$ cat config.mk
export PLATFORM = sky130hd
export DESIGN_NAME = qam16_iq_mapper
export DESIGN_NICKNAME = d
export VERILOG_FILES = /design/src/rtl/qmap_pkg.sv /design/src/rtl/qmap_pair_collect.sv /design/src/rtl/qmap_axis_level.sv /design/src/rtl/qam16_iq_mapper.sv
export SDC_FILE = /design/constraint.sdc
export NUM_CORES = 1
export LEC_CHECK = 0
export BUFFER_PORTS_ARGS = -buffer_cell sky130_fd_sc_hd__buf_2
export CAP_MARGIN = 40
export CORE_AREA = 4 4 41 43
export CTS_CLUSTER_SIZE = 30
export DETAILED_ROUTE_END_ITERATION = 7
export DIE_AREA = 0 0 45 47
export SETUP_SLACK_MARGIN = 0.15
export SYNTH_ARGS = -nofsm -noshare
export SYNTH_HDL_FRONTEND = slang
export SYNTH_HIERARCHICAL = 1
export SYNTH_SLANG_ARGS = --single-unit
$ cat constraint.sdc
create_clock -name clk -period 1.3 [get_ports clk]
set_input_delay 0.195 -clock clk [delete_from_list [all_inputs] [get_ports clk]]
set_output_delay 0.195 -clock clk [all_outputs]
set_load 0.03 [all_outputs]
$ cat src/rtl/qmap_pkg.sv
package qmap_pkg;
  // Bit pair presented to one 4-level axis: msb is the protected sign bit.
  typedef struct packed {
    logic msb;
    logic lsb;
  } axis_pair_t;

  localparam int unsigned AXES = 2;
endpackage

$ cat src/rtl/qmap_pair_collect.sv
// Tracks odd/even position and holds the first bit's kept fields.
module qmap_pair_collect (
  input  logic clk,
  input  logic rst,
  input  logic take,
  input  logic in_d,
  input  logic in_p,
  output logic second_take,
  output logic held_d,
  output logic held_p
);
  logic odd_done;

  assign second_take = take & odd_done;

  always_ff @(posedge clk) begin
    if (rst) begin
      odd_done <= 1'b0;
      held_d   <= 1'b0;
      held_p   <= 1'b0;
    end else if (take) begin
      odd_done <= ~odd_done;
      if (!odd_done) begin
        held_d <= in_d;
        held_p <= in_p;
      end
    end
  end
endmodule

$ cat src/rtl/qmap_axis_level.sv
// Gray 4-level map: sign from msb, magnitude 3 when lsb is set, else 1.
module qmap_axis_level #(
  parameter int unsigned LVL_W = 3
) (
  input  qmap_pkg::axis_pair_t pair,
  output logic [LVL_W-1:0]     level
);
  localparam logic [LVL_W-1:0] POS_ONE   = LVL_W'(1);
  localparam logic [LVL_W-1:0] POS_THREE = LVL_W'(3);

  logic [LVL_W-1:0] mag;

  always_comb begin
    mag   = pair.lsb ? POS_THREE : POS_ONE;
    level = pair.msb ? mag : (~mag + POS_ONE);
  end
endmodule

$ cat src/rtl/qam16_iq_mapper.sv
module qam16_iq_mapper #(
  parameter int unsigned LVL_W = 3
) (
  input  logic             clk,
  input  logic             rst,
  input  logic             in_valid,
  output logic             in_ready,
  input  logic             in_d,
  input  logic             in_p,
  input  logic             in_q,
  input  logic             swap_mode,
  output logic             out_valid,
  output logic [LVL_W-1:0] out_i,
  output logic [LVL_W-1:0] out_q
);
  import qmap_pkg::*;

  logic take, second_take, held_d, held_p;
  axis_pair_t       pairs  [AXES];
  logic [LVL_W-1:0] levels [AXES];

  assign in_ready = ~out_valid;
  assign take     = in_valid & in_ready;

  qmap_pair_collect u_collect (
    .clk         (clk),
    .rst         (rst),
    .take        (take),
    .in_d        (in_d),
    .in_p        (in_p),
    .second_take (second_take),
    .held_d      (held_d),
    .held_p      (held_p)
  );

  // Axis 0 is in-phase (first bit, kept p); axis 1 is quadrature (second bit, kept q).
  always_comb begin
    pairs[0] = swap_mode ? '{msb: held_p, lsb: held_d} : '{msb: held_d, lsb: held_p};
    pairs[1] = swap_mode ? '{msb: in_q,   lsb: in_d}   : '{msb: in_d,   lsb: in_q};
  end

  for (genvar ax = 0; ax < AXES; ax++) begin : g_axis
    qmap_axis_level #(.LVL_W(LVL_W)) u_level (
      .pair  (pairs[ax]),
      .level (levels[ax])
    );
  end

  always_ff @(posedge clk) begin
    if (rst) begin
      out_valid <= 1'b0;
      out_i     <= '0;
      out_q     <= '0;
    end else begin
      out_valid <= second_take;
      if (second_take) begin
        out_i <= levels[0];
        out_q <= levels[1];
      end
    end
  end
endmodule

## After elaboration in Yosys (flattened, before gate mapping)

Cells that the tools add are included.

- Input bits: 7
- Register bits after elaboration: 10
- Output and inout port bits: 8
- Logic and storage cells: 21

- Muxes and demuxes: 6
- Reduce and logical (&&, ||, !) cells: 1
- Add/subtract/negate cells: 2
- Bitwise gates (word level): 6

Operator list:

| operator | count |
|---|---|
| $mux 2 | 4 |
| $add 3x1->3 const B | 2 |
| $mux 3 | 2 |
| $not 3->3 | 2 |
| $and 1x1->1 | 2 |
| $not 1->1 | 2 |
| $reduce_and 2->1 | 1 |

## Logic depth before layout (Yosys ltp)

Gate-level depths: netlist (run 1).

- Depth in word-level cells: 5
- Gate-level depth with buffers: 5
- Mapped depth without buffers: 4

## Modules after synthesis

Netlist (run 1), hierarchy kept.

By module, submodules not included:

| module | area each (µm²) | times used | seq. area each (µm²) | cells an instance |
|---|---|---|---|---|
| qam16_iq_mapper | 295.3 | 1 | 140.1 | 27 |
| qmap_pair_collect | 130.1 | 1 | 60.1 | 13 |
| qmap_axis_level | 23.8 | 2 | 0.0 | 4 |

## Least setup slack after synthesis (run 1)

No wires, ideal clock.

- Kind: flip-flop to flip-flop
- Start: register out_valid
- End: register out_i[1]
- Clock period less this slack: 1297 ps
- Required time: 1185 ps
- Library setup time: 115 ps
- Data arrival time: 1182 ps
- Stages on the path, launching flop included: 6
- Path buffers: 1
- Setup slack: 3 ps
- Cells stage by stage: dfxtp_1 -> nor2b_1 -> and2_1 -> buf_6 -> mux2i_1 -> nor2_1

- Word-level cells in the longest chain between the ends: 3

RTL lines:

| what | line | text |
|---|---|---|
| start, declared | qam16_iq_mapper.sv:12 | `output logic out_valid,` |
| start signal, assigned | qam16_iq_mapper.sv:55 | `out_valid <= second_take;` |
| $not 1->1 | qam16_iq_mapper.sv:22 | `assign in_ready = ~out_valid;` |
| $and 1x1->1 | qam16_iq_mapper.sv:23 | `assign take = in_valid & in_ready;` |
| named net take | qam16_iq_mapper.sv:18 | `logic take, second_take, held_d, held_p;` |
| $and 1x1->1 | qmap_pair_collect.sv:14 | `assign second_take = take & odd_done;` |
| named net second_take | qam16_iq_mapper.sv:18 |  |
| end signal, assigned | qam16_iq_mapper.sv:57 | `out_i <= levels[0];` |
| end, declared | qam16_iq_mapper.sv:13 | `output logic [LVL_W-1:0] out_i,` |

The timed path passes the listed nets, and every way through them passes these cells.
A chain may end at the register's enable or synchronous reset.

## Worst setup path in the final report (run 1)

- Start: register out_valid
- End: register out_i[2]

The elaborated chain is that of the path after synthesis.

==> out/qor.yml, run 1 <==
outcome:
  status: "finished, final reports clean"
critical_path:
  path_class: "reg2reg"
  endpoint_kind: "flip-flop"
  cp.arrival_ps: 1200
  timing.rr.end: "out_i[2]"
  crit_family: "simple AND/OR/NAND/NOR gates"
  critPathMaxFanout: 5
  worst_ep_required_time_ps: 1440
  crit_buf_inv: 0
  reg2regPathDepth: 4
  slowest_stage: "dfxtp_2"
  max_stage_delay_ps: 340
  rrSetupSlack_ps: 240
  crit_chain: "nor2b_4, and2_4, mux2i_1, nor2_1"
  startpoint_type: "flip-flop"
  r2r_start: "out_valid"
hold_path:
  hp-class: "in2reg"
  min_from: "in_p"
  hold_depth: 3
  min_to: "u_collect/held_p"
place:
  port_buffers: 14
  place_congestion: 0.6619
  dp_hpwl_um: 598.2
  dp_slack_ps: 135.0
  dp.cells: 75
job:
  maxCapViolCount: 0
clocking:
  cts_tree: "built"
  htree_levels: 1
  numClockSinks: 10
  numCtsBuffers: 3
  clockBufferDepth: 2
  clk_latency_ps: 260
  path_clk_slew_ps: 60
  post_cts_buffers: 0
  root_buffer: "clkbuf_4"
die:
  num_io_pins: 15
  rows: 13
  die_h_um: 47
  core-area_sq_um: 1301
  die_area_sq_um: 2115
  start_util_pct: 36.35
  die_w_um: 45
cells_and_area:
  nets: 72
  layout.core_utilization_pct: 44.33
  drive_gt1_share_pct: 39.68
  fin_cells: 78
  final_common_cell: "buf_2"
  area_growth_pct: 21.96
  mostFrequentLayoutCells: "buf_2 (14), dfxtp_1 (9), nor2_1 (7)"
  antenna_cells: 0
routing:
  dr.pass1.iters: 2
  drt-total-wl_um: 831
  route.met3.wl_um: 50
  drtIter0Drc: 3
  top_layer_used: "met3"
  vias_per_cell: 4.474
  wl_met2_um: 412
  drc: 0
  wire_per_inst_um: 10.65
  drtAntennaViolNets: 0
  met1Wirelength_um: 368
  num_vias: 349
power:
  cellPowerDensity_nw_per_um2: 1196
  p_sw_share_pct: 27.22
  internal_power_mw: 0.5022
  p_seq_share_pct: 49.8
  power.switching_mw: 0.1878
  clkPwrFrac_pct: 29.4
  share_comb_of_total_power_pct: 20.8
  ir_drop_mv: 0.6949
  p_leak_nw: 0.2559
  p_total_mw: 0.6900
yosys:
  synth_top_cell_area_share_pct: 42.33
  syn_nets: 55
  postSynthAreaPerCell_sq_um: 9.853
  synthCells: 48
  synth_area_sq_um: 473.0
  ys_top_cells_by_area: "dfxtp_1 (42%), mux2i_1 (13%), mux2_2 (9.5%), nor2_1 (5.6%), xnor2_1 (5.6%)"
  ys_ff_latch: 10
  yosysTopAreaCell: "dfxtp_1"
  yosys_warnings: 6
  ys_seq_area_share_pct: 42.33
  yosysUniqueCellTypes: 14
timing:
  tns_ps: 0
  rsz0062_at_grt: "no"
  finalSetupViolCount: 0
  hold_violations: 0
  max_freq_mhz: 941.2
  min_period_ps: 1063
  finalClockSkew_ps: 5.979
  setup_ws_ps: 237.5
  maxSlewViolCount: 0
  timing.final.crit_share_pct: 81.73
global_route:
  grt_pass1_wl_um: 1345
  grtUsageTotal_pct: 9.286
  grt_antenna_before_repair: 0
  grt_max_degree: 13
  grt_pass1_vias: 346
  gr-total-overflow: 0
==> per-layer routing <==
layer | up-vias | global-route usage [%]
met2 | 10 | 14.12
met1 | 156 | 10.60
met5 | - | 0
met3 | 0 | 4.598
li1 | 183 | -
met4 | 0 | 5.263
==> registers in the layout (all words and copies together), names as in the netlist <==
register            count
u_collect/held_d        1
u_collect/odd_done      1
out_valid               1
u_collect/held_p        1
out_i                   3
out_q                   3
==> per-stage QoR <==
stage	area [sq um]	hold slack (ps)
5_1_grt	576.8	231.3
3_3_place_gp	551.8	470.9
3_5_place_dp	551.8	473.7
6_report	576.8	221.2
4_1_cts	575.6	225.6
2_1_floorplan	481.7	259.2
==> how the worst max path moves through the flow <==
stage / startpoint / end / slack, ps / depth (start not counted)
2_1_floorplan: out_valid / out_i[1] / 180 / 5
3_3_place_gp: out_valid / out_i[2] / 160 / 4
3_5_place_dp: out_valid / out_i[2] / 130 / 4
4_1_cts: out_valid / out_q[0] / 180 / 5
5_1_grt: out_valid / out_q[0] / 160 / 5
6_report: out_valid / out_i[2] / 240 / 4
==> Yosys cell counts <==
cell type,n
buf_6,1
and2_1,1
inv_1,3
nor2_1,7
mux2i_1,6
dfxtp_1,10
xnor2_1,3
nor2b_1,3
mux2_2,4
conb_1,2
buf_4,2
o21ai_1,2
nand4bb_1,2
nand2b_1,2
==> worst min-delay path, delay by kind of cell <==
kind	cells	cell delay (ps)
buffers and inverters	1	100
AND/OR/NAND/NOR	1	80
AO/OA/AOI/OAI	1	60
==> cell families (layout without fill, tap and decap cells) <==
family / after synthesis / after routing / synth area share (%)
mux: 10 / 10 / 22.22
flops: 10 / 10 / 42.33
buf+inv: 6 / 21 / 7.935
simple gates: 15 / 15 / 18.26
compound gates: 2 / 2 / 2.116
other cells: 2 / 2 / 1.588
xor+xnor: 3 / 3 / 5.557
==> power groups by stage <==
| stage | registers, mW | logic [mW] | clock network (mW) |
|---|---|---|---|
| floorplan | 0.373 | 0.0851 | 0 |
| global placement | 0.350 | 0.142 | 0 |
| detailed placement | 0.350 | 0.143 | 0 |
| CTS | 0.343 | 0.144 | 0.214 |
| global route | 0.346 | 0.158 | 0.224 |
| finish | 0.344 | 0.144 | 0.203 |
==> what timing repair did <==
action / in CTS / in global routing
gates resized for setup: 1 / 1
endpoints found under the setup margin: 6 / 5
hold buffers: 0 / 0
gates cloned: 0 / 0
==> layout make-up <==
cell class | count | area, sq um
Timing Repair Buffer | 15 | 77.57
Fill cell | 134 | 724.4
Multi-Input combinational cell | 32 | 245.2
Sequential cell | 10 | 201.4
Clock buffer | 3 | 22.52
Inverter | 3 | 11.26
Tap cell | 15 | 18.77
(Power assumes the default switching activity.)
==> inputs of run 2 (changes only) <==
Clock period 1.3 ns to 1.1 ns, I/O delays scaled along.
==> run 2 against run 1 <==
- clock skew down 3.5 ps
- global-route usage about the same
- sequential power up 19%
- die area unchanged
- worst hold slack worse by 37 ps
- count of clock-buffer cells in the layout up 1
- critical path type unchanged
- critical endpoint is now out_i[1]
==> out/qor.yml, run 2 (synthesis gave the netlist of run 1 again) <==
outcome:
  status: "finished, final reports clean"
critical_path:
  crit_family: "multiplexers"
  max_stage_delay_ps: 330
  r2r_start: "u_collect/held_d"
  timing.rr.end: "out_i[1]"
  startpoint_type: "flip-flop"
  crit_chain: "mux2_4, xnor2_1, mux2i_1, nor2_1"
  cp.arrival_ps: 1180
  worst_ep_required_time_ps: 1250
  crit_buf_inv: 0
  reg2regPathDepth: 4
  endpoint_kind: "flip-flop"
  cp-startpoint: "u_collect/held_d"
  crit_path_end: "out_i[1]"
  rrSetupSlack_ps: 70
  critical_path_depth: 4
  slowest_stage: "dfxtp_2"
  critPathMaxFanout: 3
  path_class: "reg2reg"
clocking:
  clk_latency_ps: 270
  numClockSinks: 10
  path_clk_slew_ps: 70
  htree_levels: 1
  root_buffer: "clkbuf_4"
  clockBufferDepth: 2
  numCtsBuffers: 3
  cts_tree: "built"
  holdBufCountCts: 0
routing:
  drt-total-wl_um: 891
  num_vias: 354
  drtIter0Drc: 2
  dr.pass1.iters: 4
  wire_per_inst_um: 11.14
  vias_per_cell: 4.425
  drc: 0
  drtAntennaViolNets: 0
global_route:
  grt_pass1_wl_um: 1380
  gr-total-overflow: 0
  grt_antenna_before_repair: 0
  grt_max_degree: 13
  grt_pass1_vias: 318
  grtUsageTotal_pct: 9.278
power:
  clkPwrFrac_pct: 35.5
  share_comb_of_total_power_pct: 20.6
  cellPowerDensity_nw_per_um2: 1436
  ir_drop_mv: 0.7481
  power.switching_mw: 0.2447
  p_leak_nw: 0.2809
  p_sw_share_pct: 26.15
  internal_power_mw: 0.6912
  p_total_mw: 0.9358
  p_seq_share_pct: 43.9
timing:
  maxSlewViolCount: 0
  hold_violations: 0
  hold_ws_ps: 183.9
  timing.final.crit_share_pct: 93.62
  finalSetupViolCount: 0
  min_period_ps: 1030
  finalClockSkew_ps: 2.437
  tns_ps: 0
  rsz0062_at_grt: "yes"
  setup_ws_ps: 70.15
  max_freq_mhz: 971.0
cells_and_area:
  drive_gt1_share_pct: 50.77
  fillCellCount: 142
  antenna_cells: 0
  fin_cells: 80
  nets: 73
  area_growth_pct: 37.83
  mostFrequentLayoutCells: "nor2_1 (7), buf_2 (7), mux2i_1 (6), dfxtp_2 (6), buf_6 (6)"
  reg.largest.list: "out_i: 3 flops, out_q: 3 flops"
  layout.area.seq_sq_um: 211.5
  multi_input_area_sq_um: 249.0
place:
  dp_hpwl_um: 662.5
  port_buffers: 14
  dp_slack_ps: 17.20
  dp.cells: 75
  place_congestion: 0.6989
die:
  num_io_pins: 15
  die_area_sq_um: 2115
  die_w_um: 45
  die_h_um: 47
  core-area_sq_um: 1301
  start_util_pct: 36.35
  rows: 13
hold_path:
  hold_depth: 3
  hp-class: "in2reg"
job:
  maxCapViolCount: 0
-- run 2: cell count changes in the layout (fill, tap and decap cells not counted), sizes merged --
cell	previous run	this run
buf	15	16
clkbuf	3	4
-- run 2: timing repair --
action | CTS | global route
endpoints found under the hold margin | 0 | 0
pin swaps | 1 | 1
setup endpoints to repair | 14 | 13
gates resized for setup | 9 | 11
setup buffers | 0 | 1
-- run 2: power groups by stage --
| stage | Clock [mW] | Combinational [mW] | Sequential, mW |
|---|---|---|---|
| 2_1_floorplan | 0 | 0.103 | 0.439 |
| 3_3_place_gp | 0 | 0.169 | 0.412 |
| 3_5_place_dp | 0 | 0.170 | 0.413 |
| 4_1_cts | 0.343 | 0.183 | 0.407 |
| 5_1_grt | 0.364 | 0.208 | 0.415 |
| 6_report | 0.332 | 0.193 | 0.411 |
-- run 2: per-layer routing --
layer  vias to the layer above  global-route usage (%)  part of all wire (%)
met3                         0                   4.981                   8.5
li1                        185                       -                     -
met1                       157                   11.03                    45
met5                         -                       0                     0
met4                         0                   3.509                     0
met2                        12                   14.12                    46
-- run 2: layout make-up --
class / count / area share (%)
multi-input combinational: 32 / 38.20
timing repair buffer: 16 / 19.19
clock buffer: 4 / 5.566
sequential: 10 / 32.44
inverter: 3 / 1.727
tap: 15 / 2.879
-- run 2: how the worst min path moves through the flow --
stage | start | endpoint
final | in_p | u_collect/held_p
after global routing | in_p | u_collect/held_p
after CTS | rst | out_q[2]
after detailed placement | in_p | u_collect/held_p
after global placement | in_p | u_collect/held_p
after floorplan | rst | out_valid
-- run 2: through the flow --
step / instance area, sq um / utilization, %
after floorplan: 486.7 / -
after global placement: 556.8 / 42.79
after detailed placement: 556.8 / 42.79
after CTS: 618.1 / 47.50
after global routing: 651.9 / 50.10
final: 651.9 / 50.10
-- run 2: worst reg2reg max path, delay by kind of cell, from the launching register on --
kind | cells | cell delay (ps)
simple gates | 1 | 50
xor+xnor | 1 | 130
flops | 1 | 330
mux | 2 | 420
